## src/rtl/vsd_pkg.sv

```systemverilog
package vsd_pkg;
  typedef enum logic {
    VS_IDLE   = 1'b0,
    VS_ACTIVE = 1'b1
  } vs_state_t;
endpackage

```

## src/rtl/vsd_sync_edge.sv

```systemverilog
// Input synchronizer with rising-edge detection on the synchronized level.
module vsd_sync_edge #(
  parameter int STAGES = 2
) (
  input  logic clk,
  input  logic rst_n,
  input  logic async_n_i,
  output logic low_o,
  output logic rise_o
);
  // Index STAGES holds the previous synchronized sample.
  logic [STAGES:0] chain_q;
  logic [STAGES:0] chain_d;

  always_comb begin
    chain_d[0] = async_n_i;
  end

  for (genvar g = 1; g <= STAGES; g++) begin : g_stage
    always_comb begin
      chain_d[g] = chain_q[g-1];
    end
  end

  always_ff @(posedge clk or negedge rst_n) begin
    if (!rst_n) chain_q <= '1;
    else        chain_q <= chain_d;
  end

  assign low_o  = ~chain_q[STAGES-1];
  assign rise_o = chain_q[STAGES-1] & ~chain_q[STAGES];
endmodule

```

## src/rtl/vsd_integrator.sv

```systemverilog
// Saturating up/down counter of sync-low time with a threshold flag.
module vsd_integrator #(
  parameter int MAX    = 1600,
  parameter int THRESH = 1000
) (
  input  logic clk,
  input  logic rst_n,
  input  logic low_i,
  output logic flag_o
);
  localparam int W = $clog2(MAX + 1);
  localparam logic [W-1:0] MAX_V = W'(MAX);
  localparam logic [W-1:0] THR_V = W'(THRESH);

  logic [W-1:0] cnt_q;
  logic [W-1:0] cnt_d;
  logic         cnt_en;

  always_comb begin
    cnt_d  = cnt_q;
    cnt_en = 1'b0;
    if (low_i) begin
      if (cnt_q != MAX_V) begin
        cnt_d  = cnt_q + W'(1);
        cnt_en = 1'b1;
      end
    end else if (cnt_q != '0) begin
      cnt_d  = cnt_q - W'(1);
      cnt_en = 1'b1;
    end
  end

  always_ff @(posedge clk or negedge rst_n) begin
    if (!rst_n)      cnt_q <= '0;
    else if (cnt_en) cnt_q <= cnt_d;
  end

  assign flag_o = (cnt_q >= THR_V);

  // count never exceeds its ceiling
  assert_cnt_bound_R2: assert property (@(posedge clk) disable iff (!rst_n)
    cnt_q <= MAX_V);

  // count moves by at most one per cycle
  assert_cnt_step_R2: assert property (@(posedge clk) disable iff (!rst_n)
    1'b1 |=> (cnt_q == $past(cnt_q) || cnt_q == $past(cnt_q) + W'(1) ||
              cnt_q == $past(cnt_q) - W'(1)));

  // empty integrator with high sync stays empty (no wrap below zero)
  assert_cnt_floor_R2: assert property (@(posedge clk) disable iff (!rst_n)
    (!low_i && cnt_q == '0) |=> cnt_q == '0);
endmodule

```

## src/rtl/vsd_fallback.sv

```systemverilog
// Counts unbroken low sync with the flag up; fires when no serration came.
module vsd_fallback #(
  parameter int CYCLES = 3250
) (
  input  logic clk,
  input  logic rst_n,
  input  logic arm_i,
  output logic fire_o
);
  localparam int W = $clog2(CYCLES);
  localparam logic [W-1:0] LAST_V = W'(CYCLES - 1);

  logic [W-1:0] cnt_q;
  logic [W-1:0] cnt_d;
  logic         cnt_en;

  always_comb begin
    cnt_en = arm_i | (cnt_q != '0);
    if (!arm_i)              cnt_d = '0;
    else if (cnt_q == LAST_V) cnt_d = cnt_q;
    else                     cnt_d = cnt_q + W'(1);
  end

  always_ff @(posedge clk or negedge rst_n) begin
    if (!rst_n)      cnt_q <= '0;
    else if (cnt_en) cnt_q <= cnt_d;
  end

  assign fire_o = arm_i && (cnt_q == LAST_V);

  // timer stays inside its window
  assert_fb_bound_R7: assert property (@(posedge clk) disable iff (!rst_n)
    cnt_q <= LAST_V);

  // a broken arm condition restarts the timer
  assert_fb_restart_R7: assert property (@(posedge clk) disable iff (!rst_n)
    !arm_i |=> cnt_q == '0);
endmodule

```

## src/rtl/vsd_out_ctrl.sv

```systemverilog
// Output state: start on flagged edge or fallback, release on unflagged edge.
module vsd_out_ctrl
  import vsd_pkg::*;
(
  input  logic clk,
  input  logic rst_n,
  input  logic flag_i,
  input  logic rise_i,
  input  logic fire_i,
  output logic idle_o,
  output logic vsync_n_o
);
  vs_state_t state_q, state_d;
  logic      vsync_n_q;

  always_comb begin
    state_d = state_q;
    unique case (state_q)
      VS_IDLE:   if ((flag_i && rise_i) || fire_i) state_d = VS_ACTIVE;
      VS_ACTIVE: if (rise_i && !flag_i)            state_d = VS_IDLE;
      default:   state_d = VS_IDLE;
    endcase
  end

  always_ff @(posedge clk or negedge rst_n) begin
    if (!rst_n) begin
      state_q   <= VS_IDLE;
      vsync_n_q <= 1'b1;
    end else begin
      state_q   <= state_d;
      vsync_n_q <= (state_d == VS_IDLE);
    end
  end

  assign idle_o    = (state_q == VS_IDLE);
  assign vsync_n_o = vsync_n_q;

  // output only starts while the integrator flag is up
  assert_start_flag_R4: assert property (@(posedge clk) disable iff (!rst_n)
    $fell(vsync_n_q) |-> $past(flag_i));

  // release only on a detected edge with the flag down
  assert_release_edge_R6: assert property (@(posedge clk) disable iff (!rst_n)
    $rose(vsync_n_q) |-> $past(rise_i && !flag_i));

  // flagged edges never end an active pulse
  assert_hold_active_R5: assert property (@(posedge clk) disable iff (!rst_n)
    (!vsync_n_q && rise_i && flag_i) |=> !vsync_n_q);
endmodule

```

## src/rtl/vsync_detector.sv

```systemverilog
module vsync_detector #(
  parameter int SYNC_STAGES     = 2,
  parameter int INTEG_MAX       = 1600,
  parameter int INTEG_THRESH    = 1000,
  parameter int FALLBACK_CYCLES = 3250
) (
  input  logic clk,
  input  logic rst_n,
  input  logic csync_n_i,
  output logic vsync_n_o
);
  logic sync_low;
  logic sync_rise;
  logic vflag;
  logic fb_fire;
  logic out_idle;
  logic fb_arm;

  vsd_sync_edge #(.STAGES(SYNC_STAGES)) u_sync (
    .clk      (clk),
    .rst_n    (rst_n),
    .async_n_i(csync_n_i),
    .low_o    (sync_low),
    .rise_o   (sync_rise)
  );

  vsd_integrator #(.MAX(INTEG_MAX), .THRESH(INTEG_THRESH)) u_integ (
    .clk   (clk),
    .rst_n (rst_n),
    .low_i (sync_low),
    .flag_o(vflag)
  );

  assign fb_arm = vflag & sync_low & out_idle;

  vsd_fallback #(.CYCLES(FALLBACK_CYCLES)) u_fallback (
    .clk   (clk),
    .rst_n (rst_n),
    .arm_i (fb_arm),
    .fire_o(fb_fire)
  );

  vsd_out_ctrl u_out (
    .clk      (clk),
    .rst_n    (rst_n),
    .flag_i   (vflag),
    .rise_i   (sync_rise),
    .fire_i   (fb_fire),
    .idle_o   (out_idle),
    .vsync_n_o(vsync_n_o)
  );
endmodule

```

## config.mk

```make
export PLATFORM = sky130hd
export DESIGN_NAME = vsync_detector
export DESIGN_NICKNAME = d
export VERILOG_FILES = /design/src/rtl/vsd_pkg.sv /design/src/rtl/vsd_sync_edge.sv /design/src/rtl/vsd_integrator.sv /design/src/rtl/vsd_fallback.sv /design/src/rtl/vsd_out_ctrl.sv /design/src/rtl/vsync_detector.sv
export SDC_FILE = /design/constraint.sdc
export NUM_CORES = 1
export LEC_CHECK = 0
export ABC_AREA = 1
export BUFFER_PORTS_ARGS = -buffer_cell sky130_fd_sc_hd__buf_4
export CAP_MARGIN = 20
export CORE_MARGIN = 8
export CORE_UTILIZATION = 40
export CTS_CLUSTER_SIZE = 24
export DETAILED_ROUTE_END_ITERATION = 6
export PLACE_DENSITY = 0.61
export RECOVER_POWER = 25
export SLEW_MARGIN = 20
export SYNTH_ARGS = -nofsm -noshare
export SYNTH_HDL_FRONTEND = slang
export SYNTH_SLANG_ARGS = --single-unit
```

## constraint.sdc

```tcl
create_clock -name clk -period 3.1 [get_ports clk]
set_input_delay 0.31 -clock clk [delete_from_list [all_inputs] [get_ports clk]]
set_output_delay 0.31 -clock clk [all_outputs]
set_load 0.05 [all_outputs]
```

# ---- After elaboration in Yosys (flattened, before gate mapping)
# Index checks and enable logic that the tools add are counted.
dict set report classes {
  n_lt_le_gt_ge 1
  bitwise 8
  reduce_logical 10
  n_shift 0
  div 0
  eq_ne 4
  mux 11
  add_sub_neg 3
  multipliers 0
}
# op n
set op_table {}
lappend op_table {{11-bit two-way mux} 3}
lappend op_table {{12-bit two-way mux} 2}
lappend op_table {{12-bit by 1-bit adder with 12-bit output, second input constant} 1}
lappend op_table {{12-bit equality test, second input constant} 1}
lappend op_table {{12-bit nonzero test} 1}
lappend op_table {{11-bit by 1-bit adder with 11-bit output, second input constant} 1}
lappend op_table {{11-bit by 10-bit greater-or-equal comparator with 1-bit output, second input constant} 1}
lappend op_table {{11-bit inequality test, second input constant} 1}
lappend op_table {{11-bit nonzero test} 1}
lappend op_table {{11-bit by 1-bit subtractor with 11-bit output, second input constant} 1}
lappend op_table {{1-bit two-way mux} 5}
lappend op_table {{1-bit NOT} 4}
lappend op_table {{1-bit bitwise AND} 3}
lappend op_table {{1-bit logical AND} 3}
lappend op_table {{3-bit AND reduction} 1}
lappend op_table {{2-bit by 1-bit inequality test with 1-bit output, second input constant} 1}
lappend op_table {{2-bit inequality test, second input constant} 1}
lappend op_table {{1-bit case mux with 2 select lines} 1}
lappend op_table {{2-bit AND reduction} 1}
lappend op_table {{2-bit nonzero test} 1}
lappend op_table {{1-bit logical NOT} 1}
lappend op_table {{1-bit logical OR} 1}
lappend op_table {{1-bit OR} 1}
dict set report totals {
  reg_bits 28
  latch_bits 0
  elab_cells 42
  mem_bits_ro 0
  memories 0
  mem_bits_rw 0
  out_inout_bits 1
  in_bits 3
}

# ---- Longest topological paths before layout
# Gate-level depths: netlist of run 1.
dict set report depth {
  ltp_word 8
  mapped_depth 10
  ltp_nobuf 10
}

# ---- By module
# From an unflattened synthesis of run 1, not the netlist that was laid out.
dict set report unflattened {
  hier_cells 279
  area_unflattened_um2 1931.9
}
# module area_each_um2 seq_area_each_um2 cells_per_inst instances
set by_module_without_submodules {}
lappend by_module_without_submodules {vsd_integrator 945.9 275.3 145 1}
lappend by_module_without_submodules {vsd_fallback 787.0 300.3 113 1}
lappend by_module_without_submodules {vsd_out_ctrl 96.3 51.3 13 1}
lappend by_module_without_submodules {vsd_sync_edge 88.8 78.8 5 1}
lappend by_module_without_submodules {vsync_detector 13.8 0.0 3 1}

# ---- Worst setup path after synthesis of run 1
# Ideal clock, no wire load.
dict set report synth_timing {
  kind {register to register}
  from {reg u_sync.chain_q[1]}
  to {reg u_integ.cnt_q[6]}
  period_less_slack_ps 1858
  required_time_ps 2976
  setup_time_ps 124
  arrival_time_ps 1734
  path_slack_ps 1242
  n_path_buf 0
  path_stages_with_launch 11
  path_cell_list {dfstp_2 > inv_2 > fa_1 > inv_1 > nand3_1 > nand3_1 > nand2_1 > nand2_1 > nand2_1 > nand2_1 > o21ai_1}
}
dict set report synth_via {
  elab_chain_len 2
  elab_cells_between_ends 5
  classes_between {1 x eq/ne; 2 x mux; 2 x reduce/logical}
}
# item line
set synth_rtl {}
lappend synth_rtl {{start: declaration} vsd_sync_edge.sv:12} ;# logic [STAGES:0] chain_q;
lappend synth_rtl {{start signal: assignment} vsd_sync_edge.sv:27} ;# else chain_q <= chain_d;
lappend synth_rtl {{2-bit by 1-bit inequality test with 1-bit output (no line), or another cell as far along} n/a}
lappend synth_rtl {{3-bit AND reduction (no line)} n/a}
lappend synth_rtl {{end signal: assignment} vsd_integrator.sv:35} ;# else if (cnt_en) cnt_q <= cnt_d;
lappend synth_rtl {{end: declaration} vsd_integrator.sv:15} ;# logic [W-1:0] cnt_q;
# Parallel ways exist; a longest one is shown, timed or not.
# A chain may end at the register's enable or synchronous reset.

# ---- Final worst setup path of run 1
# Ends and elaborated chain as after synthesis.

==> summary.md, run 1 <==
| Metric | Value |
|---|---|
| Number of clock sinks | 28 |
| Status | finished with violations |
| Setup tns final | 0 ns |
| Commonest cells after routing, fill and taps aside | 74 x nand2_1, 37 x inv_1, 33 x nor2_1, 24 x dfrtp_1, 23 x nand3_1 |
| Vias | 1604 |
| Maxcap violations | 1 |
| Hold crit path type | input port to flip-flop |
| CP Class | flip-flop to flip-flop |
| Hold slack | 0.143 ns |
| Layout Cells excl Fill | 343 |
| Worst slew margin | -2.22% |
| Final WL | 3.93 mm |
| Cell variety after synth | 29 |
| Syn nets | 286 |
| Final setup fails | 0 |
| Fmax | 488 MHz |
| Die Wd | 86.3 um |
| Buffers on Ports | 3 |
| Post-DRT Antenna Nets | 0 |
| FP Rows | 25 |
| Worst-Skew Late Latency | 0.28 ns |
| Pwr dens | 784 nW/um2 |
| Max H-tree Level | 1 |
| Post-synthesis sequential area ratio | 35.7% |
| Vias per cell | 4.68 |
| Die Span Y | 86.3 um |
| CTS tree | done |
| Synthesized cell area | 1980 um2 |
| Number of remaining DRC errors | 0 |
| Final net count | 294 |
| Syn Inst Count | 270 |
| Gr usage total | 11.9% |
| Initial Util | 41.6% |
| Initial antenna violation count | 0 |
| Critical Path Max Stage Delay | 0.73 ns |
| Detailed Route Iter0 Violations | 65 |
| Final Worst Setup Slack | 1.05 ns |
| DR WL/cell | 11.5 um |
| Worst path cell trace | inv_2 -> fa_1 -> inv_1 -> nand3_1 -> nand3_1 -> nand2_1 -> nand2_1 -> nand2_1 -> nand2_1 -> o21ai_1 |
| Vias in the first global route | 1651 |
| Synth top area share | 30.4% |
| Critical path data required time | 3.26 ns |
| CP Launch Type | flip-flop |
| Fin. Hold Viols | 0 |
| Setup WS pre-CTS | 1.03 ns |
| GRT overflow | 0 |
| Number of synthesized register bits | 28 |
| DR pass1 iterations | 4 |
| Arr. time, crit path | 2.21 ns |
| Pleak | 1.05 nW |
| Largest net degree at the start of global routing | 29 |
| Element type at the critical path end | flip-flop |
| Post-synth top area cell | dfrtp_1 |
| Ant diodes | 0 |
| Core Area | 4750 um2 |
| Number of max-slew violations in the final report | 29 |
| Clock slew at reported path FFs | 0.10 ns |
| CP most frequent cell | nand2_1 |
| Failing checks | capacitance limit, slew limit |
| Worst IR Drop VDD | 297 uV |
| Critical-path top delay cell | dfstp_2 |
| Layout cells sized above 1 | 12.7% |
| Minimum clock period | 2.05 ns |
| Worst-path maximum fanout | 14 |
| Yosys warning count | 0 |
| Clock Skew | 0.0118 ns |
| Clock Tree Root | clkbuf_8 |
| Post_cts resized | 0 |
| Clock buffer depth | 2 |
| Fin crit share | 66.1% |
| Dominant cells by area after synthesis | dfrtp_1 30%, nand2_1 14%, ha_1 7.6% |
| Least-Margin Pin Slew | 1.53 ns |
| HPWL Detailed | 3.04 mm |
| Die area | 7450 um2 |
| Inst Count DP | 339 |
| Most common library cell in the layout ignoring fill and taps | nand2_1 |
| Final RePlAce weighted congestion | 0.828 |
| Total CTS buffers | 3 |
| IO Count | 4 |
| P&R area growth vs syn | 7.21% |
| RSZ-0062 raised after global routing | false |
| Synth Area per Inst | 7.33 um2 |
| First-pass GRT wire length | 7.30 mm |
-- cells in the mapped netlist --
master / count
nor3_2: 2
dfstp_2: 4
ha_1: 12
nand3_1: 23
nand4_1: 5
inv_1: 37
or2_0: 1
dfrtp_1: 24
nor3b_2: 2
a21oi_1: 12
xor2_1: 4
o22ai_4: 1
or2_1: 1
nand2_1: 74
nor3_1: 6
o211ai_4: 1
nand2_2: 3
inv_2: 6
fa_1: 1
nor2_1: 33
nor2_2: 4
xnor2_1: 3
nand3_2: 3
buf_6: 1
nor3_4: 1
nand2_4: 1
or2_2: 2
o21ai_1: 2
nand3b_1: 1
-- kinds of logic after synthesis --
group,synth area share [%]
compound gates,5.63
xor+xnor,3.10
buf+inv,8.73
simple gates,38.3
fa+ha+maj,8.60
flops,35.7
-- per-layer routing --
layer  routed length [um]  vias to the layer above  share of wire [%]  track usage, %
li1                     -                      856                  -               -
met2                 1670                       21                 42            18.4
met1                 2100                      725                 53            16.5
met4                   24                        0               0.61            2.50
met5                    0                        -                  0               0
met3                  141                        2                3.6            2.36
-- timing repair --
action / in CTS / in global routing
hold buffers: 1 / 0
endpoints found under the hold margin: 24 / 0
buffers inserted: 0 / 0
setup endpoints to repair: 0 / 0
-- worst max-delay path: cells and delay by family (launching register included) --
| kind | cells | cell delay [ns] |
|---|---|---|
| flip-flops | 1 | 0.73 |
| adder cells (fa/ha/maj) | 1 | 0.47 |
| AND/OR/NAND/NOR | 6 | 0.44 |
| buffers and inverters | 2 | 0.22 |
| AO/OA/AOI/OAI | 1 | 0.07 |
-- final cells by class --
type                            count  area [um2]
Inverter                           43         161
Fill cell                         504        2630
Tap cell                           67        83.8
Multi-Input combinational cell    198        1100
Sequential cell                    28         706
Timing Repair Buffer                4        28.8
Clock buffer                        3        41.3
-- report_power, final --
part	internal [W]	leakage (nW)	total, W	switching [W]
Clock	0.0000872	0.0216	0.000198	0.000111
Sequential	0.000468	0.345	0.000582	0.000114
Combinational	0.000335	0.688	0.000884	0.000549
-- metrics by stage --
stage	power, W	util (%)	area, um2
5_1_grt	0.00186	44.6	2120
6_report	0.00166	44.6	2120
3_5_place_dp	0.00147	43.6	2070
2_1_floorplan	0.00127	-	1980
4_1_cts	0.00168	44.7	2120
3_3_place_gp	0.00146	43.6	2070
-- path summary, 6_finish.rpt --
| path | startpoint | to | slack [ns] | depth (start not counted) |
|---|---|---|---|---|
| setup / recovery | u_sync.chain_q[1] | u_integ.cnt_q[6] | 1.05 | 10 |
| hold / removal | csync_n_i | u_sync.chain_q[0] | 0.14 | 1 |
| setup reg to reg | u_sync.chain_q[1] | u_integ.cnt_q[6] | 1.05 | 10 |
| hold reg to reg | u_sync.chain_q[0] | u_sync.chain_q[1] | 0.37 | 0 |
| max in group asynchronous | rst_n | u_fallback.cnt_q[5] | 1.26 | 2 |
| min in group asynchronous | rst_n | u_fallback.cnt_q[3] | 0.93 | 2 |
-- state kept, by name (all words and copies together), names as in the netlist --
signal,cells
u_out.vsync_n_o,1
u_fallback.cnt_q,12
u_integ.cnt_q,11
u_sync.chain_q,3
u_out.state_q,1
Power figures use the tool's default switching activity.
==> run 2: changes to the inputs <==
PLACE_DENSITY = 0.63   (was 0.61)
clock period = 1.8 ns   (was 3.1 ns; I/O delays follow)
==> summary.md, run 2 (synthesis results as in run 1) <==
| Metric | Value |
|---|---|
| Status | finished, final reports clean |
| Commonest cells after routing, fill and taps aside | 69 x nand2_1, 36 x inv_1, 32 x nor2_1, 24 x dfrtp_1, 20 x nand3_1 |
| Vias per cell | 4.82 (+3.1%) |
| Least-Margin Pin Slew | 0.709 ns (-0.824 ns) |
| Most common library cell in the layout ignoring fill and taps | nand2_1 |
| Gr usage total | 11.5% (-0.44 points) |
| Arr. time, crit path | 1.86 ns (-0.35 ns) |
| First-pass GRT wire length | 7.07 mm (-3.2%) |
| Final net count | 301 (+2.4%) |
| Buffers on Ports | 3 (unchanged) |
| CP top delay family | simple AND/OR/NAND/NOR gates |
| Final setup fails | 0 (unchanged) |
| Maxcap violations | 0 (-1) |
| R2r setup slk | 0.1 ns (-0.95 ns) |
| Final Util | 48.9% (+4.3 points) |
| Die Span Y | 86.3 um (unchanged) |
| RR Startpoint | u_sync.chain_q[1] |
| RSZ-0062 raised after global routing | true |
| Hold Crit Depth | 0 (-1) |
| Critical path data required time | 1.96 ns (-1.30 ns) |
| Minimum clock period | 1.70 ns (-0.349 ns) |
| CP Class | flip-flop to flip-flop |
| Reg2Reg Depth | 9 (-1) |
| Critical R2R Capture | u_integ.cnt_q[9] |
| Layout cells sized above 1 | 22.5% (+9.9 points) |
| Number of clock sinks | 28 (unchanged) |
| Hold Crit Endpoint | u_sync.chain_q[1] |
| Initial antenna violation count | 0 (unchanged) |
| Max H-tree Level | 1 (unchanged) |
| Die Wd | 86.3 um (unchanged) |
| Final RePlAce weighted congestion | 0.883 (+6.6%) |
| Final Worst Setup Slack | 0.0996 ns (-0.951 ns) |
| Setup WS pre-CTS | 0.0168 ns (-1.01 ns) |
| Layout Cells excl Fill | 351 (+2.3%) |
| Largest register FFs | 12 (unchanged) |
| Vias in the first global route | 1612 (-2.4%) |
| Largest net degree at the start of global routing | 29 (unchanged) |
| Pwr dens | 1370 nW/um2 (+74%) |
| Fin. Hold Viols | 0 (unchanged) |
| Pleak | 1.11 nW (+5.5%) |
| Hold path start | u_sync.chain_q[0] |
| Worst IR Drop VDD | 677 uV (+130%) |
| DR WL/cell | 11.6 um (+0.97%) |
| Hold crit path type | flip-flop to flip-flop |
| Register with the most flip-flops | u_fallback.cnt_q |
| CTS tree | done |
| Die area | 7450 um2 (unchanged) |
| Critical Path Max Stage Delay | 0.63 ns (-0.10 ns) |
| Worst path cell trace | buf_8 -> ha_4 -> nand2_1 -> nor2_1 -> nand3_1 -> nand3_1 -> nand2_1 -> nand3_1 -> nand2_1 |
| CP Buf/Inv Count | 1 (-1) |
| Clock buffer depth | 2 (unchanged) |
| Initial Util | 41.6% (unchanged) |
| Detailed Route Iter0 Violations | 78 (+20%) |
| Final WL | 4.07 mm (+3.3%) |
| Core Area | 4750 um2 (unchanged) |
| Worst-path maximum fanout | 6 (-8) |
| Clock Tree Root | clkbuf_8 |
| Inst Count DP | 344 (+1.5%) |
| Critical-path top delay cell | dfstp_2 |
| DR pass1 iterations | 4 (unchanged) |
| CP Launch Type | flip-flop |
| HPWL Detailed | 3.05 mm (+0.11%) |
| Ant diodes | 0 (unchanged) |
| FP Rows | 25 (unchanged) |
| Total CTS buffers | 3 (unchanged) |
| Setup tns final | 0 ns (unchanged) |
| Post-DRT Antenna Nets | 0 (unchanged) |
| Number of remaining DRC errors | 0 (unchanged) |
| Fin crit share | 94.5% (+28 points) |
| Clock slew at reported path FFs | 0.09 ns (about the same) |
| Element type at the critical path end | flip-flop |
| IO Count | 4 (unchanged) |
| GRT overflow | 0 (unchanged) |
| Vias | 1693 (+5.5%) |
| Number of max-slew violations in the final report | 0 (-100%) |
| P&R area growth vs syn | 17.6% |
| Top flop regs | u_fallback.cnt_q (12), u_integ.cnt_q (11), u_sync.chain_q (3) |
| Worst slew margin | 52.7% (+55 points) |
| Worst-Skew Late Latency | 0.27 ns (about the same) |
| Fmax | 588 MHz (+21%) |
| Clock Skew | 0.00470 ns (-0.00712 ns) |
==> run 2: power breakdown <==
group,internal (W),switching (W),total [W]
registers,0.000807,0.000198,0.00100
clock network,0.000196,0.000189,0.000385
logic,0.000742,0.00105,0.00180
total,0.00174,0.00144,0.00319
==> run 2: area by class of cell <==
cell class / count / area [um2]
well taps: 67 / 83.8
repair buffers: 11 / 96.3
clock buffers: 4 / 55.1
inverters: 43 / 164
multi-input cells: 198 / 1220
fillers: 490 / 2430
flip-flops and latches: 28 / 706
==> run 2: worst max path at each step <==
stage | from | cells past startpoint | slack [ns] | to
global placement | u_sync.chain_q[1] | 9 | -0.02 | u_integ.cnt_q[10]
detailed placement | u_sync.chain_q[1] | 8 | 0.02 | u_integ.cnt_q[5]
CTS | u_sync.chain_q[1] | 9 | 0.009 | u_integ.cnt_q[10]
finish | u_sync.chain_q[1] | 9 | 0.1 | u_integ.cnt_q[9]
global route | u_sync.chain_q[1] | 9 | -0.03 | u_integ.cnt_q[10]
floorplan | u_sync.chain_q[1] | 10 | 0.02 | u_integ.cnt_q[6]
==> run 2: timing repair <==
item                       in CTS  in global routing
resized for setup               2                 23
setup endpoints to repair       2                  7
hold buffers                    1                  1
setup buffers                   0                  1
hold endpoints to repair       24                  1
pin swaps                       0                  3
==> run 2: per-stage QoR <==
step	hold WS, ns	power [W]	cell area [um2]
4_1_cts	0.000950	0.00298	2200
3_3_place_gp	0.126	0.00253	2120
5_1_grt	0.364	0.00351	2330
2_1_floorplan	-0.116	0.00220	1980
3_5_place_dp	0.124	0.00253	2120
6_report	0.361	0.00319	2330
==> run 2: per-layer routing <==
layer  GRT usage (%)  part of all wire (%)  wire, um
met5               0                     0         0
met2            17.9                    45      1810
met4            3.29                  0.91        37
met1            15.9                    50      2040
met3            1.51                   4.2       171
